--- config.mk ---
export PLATFORM = sky130hd
export DESIGN_NAME = oneshot_pulser
export DESIGN_NICKNAME = d
export VERILOG_FILES = /design/src/rtl/osp_pkg.sv /design/src/rtl/osp_sync.sv /design/src/rtl/osp_qualify.sv /design/src/rtl/osp_timer.sv /design/src/rtl/oneshot_pulser.sv
export SDC_FILE = /design/constraint.sdc
export NUM_CORES = 1
export LEC_CHECK = 0
export BUFFER_PORTS_ARGS = -buffer_cell sky130_fd_sc_hd__buf_4
export CAP_MARGIN = 20
export CORE_MARGIN = 5
export CORE_UTILIZATION = 33
export CTS_CLUSTER_SIZE = 24
export DETAILED_ROUTE_END_ITERATION = 10
export SYNTH_ARGS = -nofsm -noshare
export SYNTH_HDL_FRONTEND = slang
export SYNTH_HIERARCHICAL = 1
export SYNTH_SLANG_ARGS = --single-unit
--- constraint.sdc ---
create_clock -name clk -period 3.9 [get_ports clk]
set_input_delay 1.17 -clock clk [delete_from_list [all_inputs] [get_ports clk]]
set_output_delay 1.17 -clock clk [all_outputs]
set_load 0.02 [all_outputs]
--- src/rtl/osp_pkg.sv ---
package osp_pkg;

  // bit 0: low-going trigger, bit 1: high-going trigger, bit 2: clear
  typedef struct packed {
    logic clr;
    logic rise;
    logic fall_n;
  } ctl_t;

  // values held by the synchroniser stages during reset (idle, disarmed)
  localparam ctl_t CTL_RESET = '{clr: 1'b0, rise: 1'b0, fall_n: 1'b1};

  // effective pulse length in cycles
  function automatic int unsigned run_len(input int unsigned n);
    return (n == 0) ? 1 : n;
  endfunction

endpackage

--- src/rtl/osp_sync.sv ---
module osp_sync #(
  parameter int N = 3,
  parameter logic [N-1:0] RST = '0
) (
  input  logic         clk,
  input  logic         rst_n,
  input  logic [N-1:0] d,
  output logic [N-1:0] cur,
  output logic [N-1:0] prev
);
  logic [N-1:0] meta;

  for (genvar i = 0; i < N; i++) begin : g_bit
    always_ff @(posedge clk or negedge rst_n) begin
      if (!rst_n) begin
        meta[i] <= RST[i];
        cur[i]  <= RST[i];
        prev[i] <= RST[i];
      end else begin
        meta[i] <= d[i];
        cur[i]  <= meta[i];
        prev[i] <= cur[i];
      end
    end
  end
endmodule

--- src/rtl/osp_qualify.sv ---
module osp_qualify
  import osp_pkg::*;
(
  input  logic clk,
  input  logic rst_n,
  input  ctl_t cur,
  input  ctl_t prev,
  input  logic start,
  output logic fire,
  output logic arm
);
  logic fall_ev, rise_ev, rel_ev, level_ok, arm_set;

  assign fall_ev  = prev.fall_n & ~cur.fall_n;
  assign rise_ev  = ~prev.rise & cur.rise;
  assign rel_ev   = ~prev.clr & cur.clr;
  assign level_ok = ~cur.fall_n & cur.rise & cur.clr;
  assign arm_set  = (cur.fall_n | ~cur.rise) & cur.clr;
  assign fire     = level_ok & (fall_ev | rise_ev | (rel_ev & arm));

  always_ff @(posedge clk or negedge rst_n) begin
    if (!rst_n)       arm <= 1'b0;
    else if (start)   arm <= 1'b0;
    else if (arm_set) arm <= 1'b1;
  end

  // an inhibiting level under an inactive clear leaves the flag set
  p_arm_set_r7: assert property (@(posedge clk) disable iff (!rst_n)
    (arm_set && !start) |=> arm);
endmodule

--- src/rtl/osp_timer.sv ---
module osp_timer #(
  parameter int LEN_W = 8
) (
  input  logic             clk,
  input  logic             rst_n,
  input  logic             kill_n,
  input  logic             fire,
  input  logic [LEN_W-1:0] len,
  output logic             start,
  output logic             busy
);
  logic [LEN_W-1:0] rem;

  assign busy  = (rem != '0);
  assign start = fire & ~busy;

  always_ff @(posedge clk or negedge kill_n) begin
    if (!kill_n)     rem <= '0;
    else if (start)  rem <= LEN_W'(osp_pkg::run_len(32'(len)));
    else if (busy)   rem <= rem - LEN_W'(1);
  end

  // a started pulse loads the sampled length
  p_len_load_r8: assert property (@(posedge clk) disable iff (!rst_n || !kill_n)
    start |=> (32'(rem) == osp_pkg::run_len(32'($past(len)))));

  // a running pulse only counts down, whatever the triggers do
  p_no_retrig_r4: assert property (@(posedge clk) disable iff (!rst_n || !kill_n)
    busy |=> (rem + LEN_W'(1) == $past(rem)));
endmodule

--- src/rtl/oneshot_pulser.sv ---
module oneshot_pulser
  import osp_pkg::*;
#(
  parameter int LEN_W = 8
) (
  input  logic             clk,
  input  logic             rst_n,
  input  logic             trig_fall_n,
  input  logic             trig_rise,
  input  logic             clr_n,
  input  logic [LEN_W-1:0] pulse_len,
  output logic             q,
  output logic             q_n
);
  ctl_t raw, cur, prev;
  logic fire, arm, start, busy, kill_n;

  assign raw    = '{clr: clr_n, rise: trig_rise, fall_n: trig_fall_n};
  assign kill_n = rst_n & clr_n;

  osp_sync #(.N(3), .RST(CTL_RESET)) u_sync (
    .clk(clk), .rst_n(rst_n), .d(raw), .cur(cur), .prev(prev)
  );

  osp_qualify u_qual (
    .clk(clk), .rst_n(rst_n), .cur(cur), .prev(prev),
    .start(start), .fire(fire), .arm(arm)
  );

  osp_timer #(.LEN_W(LEN_W)) u_timer (
    .clk(clk), .rst_n(rst_n), .kill_n(kill_n), .fire(fire),
    .len(pulse_len), .start(start), .busy(busy)
  );

  assign q   = busy;
  assign q_n = ~busy;

  // a synchronised clear that is low never coexists with a pulse
  p_clr_quiet_r5: assert property (@(posedge clk) disable iff (!rst_n)
    !cur.clr |-> !q);

  // starting a pulse spends the arming flag
  p_arm_spent_r7: assert property (@(posedge clk) disable iff (!rst_n)
    start |=> !arm);

  // a start is only ever seen with both triggers at their firing levels
  p_gate_r3: assert property (@(posedge clk) disable iff (!rst_n)
    start |-> (!cur.fall_n && cur.rise && cur.clr));

  // outputs complementary at every edge
  p_compl_r10: assert property (@(posedge clk) q_n != q);
endmodule

Yosys cells after proc, flatten, opt, wreduce, memory -nomap -nowiden --
Index checks and enable logic that the tools add are counted.
Cells by class: $add $sub $neg 1, reduce and logical (&&, ||, !) cells 4, bitwise logic cells 18, mux-type cells 5
Operators with widths (count):
- 8-bit two-way mux | 3
- 1-bit bitwise AND | 10
- 8-bit zero test | 1
- 8-bit nonzero test | 1
- 8-bit by 1-bit subtractor with 8-bit output (second input constant) | 1
- 1-bit NOT | 5
- 2-bit nonzero test | 2
- 1-bit bitwise OR | 3
- 1-bit two-way mux | 2
Word-level totals: register bits after elaboration 18, word-level logic and storage cells 39, output and inout bits 2, input port bits 13

Depth between registers and ports, before layout --
depth in word-level cells 7, mapped depth 8, depth with buffers taken out 7

Hierarchy --
Netlist, hierarchy kept.
By module, submodules not included:
- osp_timer | seq. area each 200.2 um^2, instances 1, area each 478.0 um^2, cells an instance 50
- osp_sync | seq. area each 229.0 um^2, instances 1, area each 229.0 um^2, cells an instance 9
- osp_qualify | seq. area each 25.0 um^2, instances 1, area each 75.1 um^2, cells an instance 8
- oneshot_pulser | seq. area each 0.0 um^2, instances 1, area each 10.0 um^2, cells an instance 2

Worst setup path before layout --
OpenSTA, ideal clock, no wires.
path type register to output, from register u_timer.rem[4], to output q_n, stages on the path, launching flop included 5, data arrival time 1556 ps, setup slack 1174 ps, buffers on the path 0, cell sequence dfrtp_1 -> or4_4 -> nor3_2 -> inv_1 -> inv_1
On the way: longest elaborated chain between the ends 2
RTL lines:
- from (decl) | RTL line osp_timer.sv:12 | logic [LEN_W-1:0] rem;
- from (signal assigned) | RTL line osp_timer.sv:19 | else if (start) rem <= LEN_W'(osp_pkg::run_len(32'(len)));
- from (signal assigned) | RTL line osp_timer.sv:20 | else if (busy) rem <= rem - LEN_W'(1);
- 8-bit nonzero test | RTL line osp_timer.sv:14 | assign busy = (rem != '0);
- named net q | RTL line oneshot_pulser.sv:12 | output logic q,
- 1-bit NOT | RTL line oneshot_pulser.sv:36 | assign q_n = ~busy;
- to (decl) | RTL line oneshot_pulser.sv:13 | output logic q_n
The timed path passes the listed nets, and every way through them passes these cells.

Final worst setup path --
from register u_timer.rem[4], to output q_n
On the way: longest elaborated chain between the ends 2
RTL lines (RTL line):
- 8-bit nonzero test | osp_timer.sv:14
- 1-bit NOT | oneshot_pulser.sv:36
No other way between the ends.

==> results by group <==
Global route
  • Largest net degree at the start of global routing: 12
  • Initial antenna violation count: 0
  • Grt ovf: 0
  • Number of global-route vias before repair: between 500 and 600
  • First-pass GRT wire length: ~2400 um
  • Total track usage: a little under a tenth

Synthesis
  • Cell taking the most area after synthesis: dfrtp_1
  • YS warnings: 6
  • Post-synth top area share: around 47%
  • Register bit total from synthesis: 18
  • Ys async rst share: 100%
  • Count leader, synth: dfrtp_1
  • Prevailing post-synth register cell: dfrtp_1
  • Syn Area/Cell: roughly 11 um^2
  • Top cell types by occurrence after synthesis: 15 x dfrtp_1, 7 x inv_1, 4 x nor2_1
  • Top post-synthesis cells by area: dfrtp_1 47%, dfstp_2 10%, inv_1 3.3%
  • Cells after synthesis: slightly below 70
  • Synth Cell Area: between 700 and 800 um^2
  • Seq/Total Area, Yosys: 57.3%
  • Syn_nets: between 80 and 90
  • Netlist cell types: 31
  • Number of synthesized flops with an enable pin: 0

Timing
  • Final TNS setup: 0 ns
  • Period utilization: between 70% and 80%
  • Fin. Hold Viols: 0
  • FMAX: roughly 0.33 GHz
  • Final Skew: ~0.0025 ns
  • Max_slew headroom: 71.6%
  • Max Slew Vio Count: 0
  • Worst-margin pin slew: around 0.42 ns
  • RSZ-0062 raised after global routing: false
  • Period minus WS final: 3.03 ns
  • Final setup vio count: 0

Critical path
  • Buffer and inverter count on the worst path: 3
  • Slowest cell on crit path: or4_4
  • Worst path most repeated cell: inv_1
  • CP Data Required Time: 2.73 ns
  • WP data arrival: ~1.9 ns
  • Worst Setup Path Type: flop to output port
  • Top delay family on crit path: simple AND/OR/NAND/NOR gates
  • Critical Path Max Stage Delay: a little under 0.6 ns
  • CP startpoint kind: flop
  • Cells along the critical path: or4_4 -> nor3_2 -> inv_1 -> inv_1 -> buf_4
  • Worst setup EP type: output port
  • Crit-path max FO: 5

CTS
  • CTS Hold Buffers Added: 0
  • CTS tree: done
  • Clock buffer depth: 2
  • H-tree depth: 1
  • Root Driver: clkbuf_4
  • Post-CTS Setup Repair Bufs: 0
  • Worst-path clk slew: around 0.1 ns
  • Post-cts resize count: 0
  • CTS sink count: 18
  • Worst-Skew Late Latency: 0.29 ns
  • TritonCTS buffer count: 3

Floorplan
  • Die Wd: 59.0 um
  • Die ar.: 3480 um^2
  • Starting Density: about a third
  • Chip Height: around 59 um
  • IO Pins: 15
  • Rows: 17
  • Core footprint: around 2300 um^2

Finish
  • ANT cells: 0
  • Share of cells above drive strength 1: 30.6%
  • Fill cells: around 240
  • Finished Core Util: 42.5%
  • Area delta synth->final: 21.0%
  • Final net count: 100
  • Post-route cell area: 958 um^2

Power
  • Cell area power density: about 340 nW/um^2
  • Maximum VDD drop: roughly 190 uV
  • P_leak: 0.433 nW

Drt
  • Residual DRC: 0
  • Pre-Repair DR Iteration Count: 4
  • Vias/cell: about 4.7
  • DR iter-0 viols: 15
  • Via Count: around 530
  • Drt wl/cell: approximately 13 um
  • Routed WL: ~1400 um
  • Routed Antenna Nets: 0

Placed design
  • Port bufs: 14
  • Placed cell area: around 920 um^2
  • GPL Wtd Cong: 0.817
  • Post-DP HPWL: 1110 um

Job
  • Max cap viols: 0

Status
  • Status: finished clean

Worst hold path
  • Min-delay worst type: flop to flop
cell type report:
cell class	count	area [um^2]	area share, %
sequential	18	454	47.4
multi-input combinational	42	302	31.5
timing repair buffer	14	105	11.0
clock buffer	4	36.3	3.79
tap	28	35.0	3.66
inverter	7	26.3	2.74
power breakdown:
| part | internal (W) | switching (W) | leakage [nW] |
|---|---|---|---|
| registers | 0.000192 | 0.00000192 | 0.207 |
| clock network | 0.0000568 | 0.0000550 | 0.0210 |
| logic | 0.0000100 | 0.00000802 | 0.205 |
per-stage QoR:
stage	worst slack (ns)	std cells	power, W	hold WS, ns
after floorplan	1.17	69	0.000203	0.331
after global placement	1.21	109	0.000216	0.332
after detailed placement	1.19	109	0.000216	0.336
after CTS	0.852	113	0.000331	0.360
after global routing	0.749	113	0.000337	0.365
final	0.873	113	0.000324	0.358
state kept, by name, summed over array words and instances, names as in the netlist:
| register | flops |
|---|---|
| u_timer/rem | 8 |
| u_sync/cur | 3 |
| u_sync/meta | 3 |
| u_sync/prev | 3 |
| u_qual/arm | 1 |
cells in the final DEF, fill, tap and decap left out:
cell type,netlist,layout
o22ai_1,2,2
inv_1,7,7
o311a_1,1,1
o21ai_0,3,3
dfstp_2,3,3
nand2_1,3,3
and2_1,1,1
nor2b_4,1,1
nor3_2,1,1
xnor2_1,2,2
buf_4,0,14
or4_4,1,1
nor2_1,4,4
o41ai_1,2,2
nand3_1,2,2
xor2_1,1,1
nor2b_1,1,1
nor3_4,1,1
nor3b_1,1,1
and2_4,1,1
a221o_1,1,1
ha_1,1,1
clkbuf_4,0,3
or4_1,1,1
nand2b_1,2,2
nor3_1,1,1
nor4_1,1,1
a21oi_1,3,3
dfrtp_1,15,15
mux2i_1,2,2
clkbuf_8,0,1
o31ai_1,2,2
worst reg2reg max path: cells and delay by family, from the launching register on:
kind | cells | cell delay, ns
flops | 1 | 0.43
simple gates | 3 | 0.97
compound gates | 1 | 0.26
metal layers:
metal	up-vias	global-route usage, %	share of wire (%)
met3	2	3.70	4.6
met5	-	0	0
li1	272	-	-
met4	0	4.85	1.9
met1	249	12.8	50
met2	11	13.1	43
final timing paths:
path / start / endpoint / slack, ns / cells after the start
min in group asynchronous: rst_n / u_sync/prev[2]$_DFF_PN0_ / 0.68 / 1
max in group asynchronous: rst_n / u_timer/rem[5]$_DFFE_PN0P_ / 2.62 / 2
worst max-delay path: u_timer/rem[4]$_DFFE_PN0P_ / q_n / 0.87 / 5
worst min register to register: u_sync/meta[1]$_DFF_PN0_ / u_sync/cur[1]$_DFF_PN0_ / 0.36 / 0
worst max register to register: u_timer/rem[4]$_DFFE_PN0P_ / u_timer/rem[2]$_DFFE_PN0P_ / 2.14 / 4
worst min-delay path: u_sync/meta[1]$_DFF_PN0_ / u_sync/cur[1]$_DFF_PN0_ / 0.36 / 0
kinds of logic (layout without fill, tap and decap cells):
logic type	after synthesis	after routing	share of synthesized area (%)
xor+xnor	3	3	3.32
fa+ha+maj	1	1	1.58
compound gates	14	14	12.0
mux	2	2	2.53
flops	18	18	57.3
simple gates	22	22	18.6
buf+inv	9	25	4.58
(Power assumes the default switching activity.)
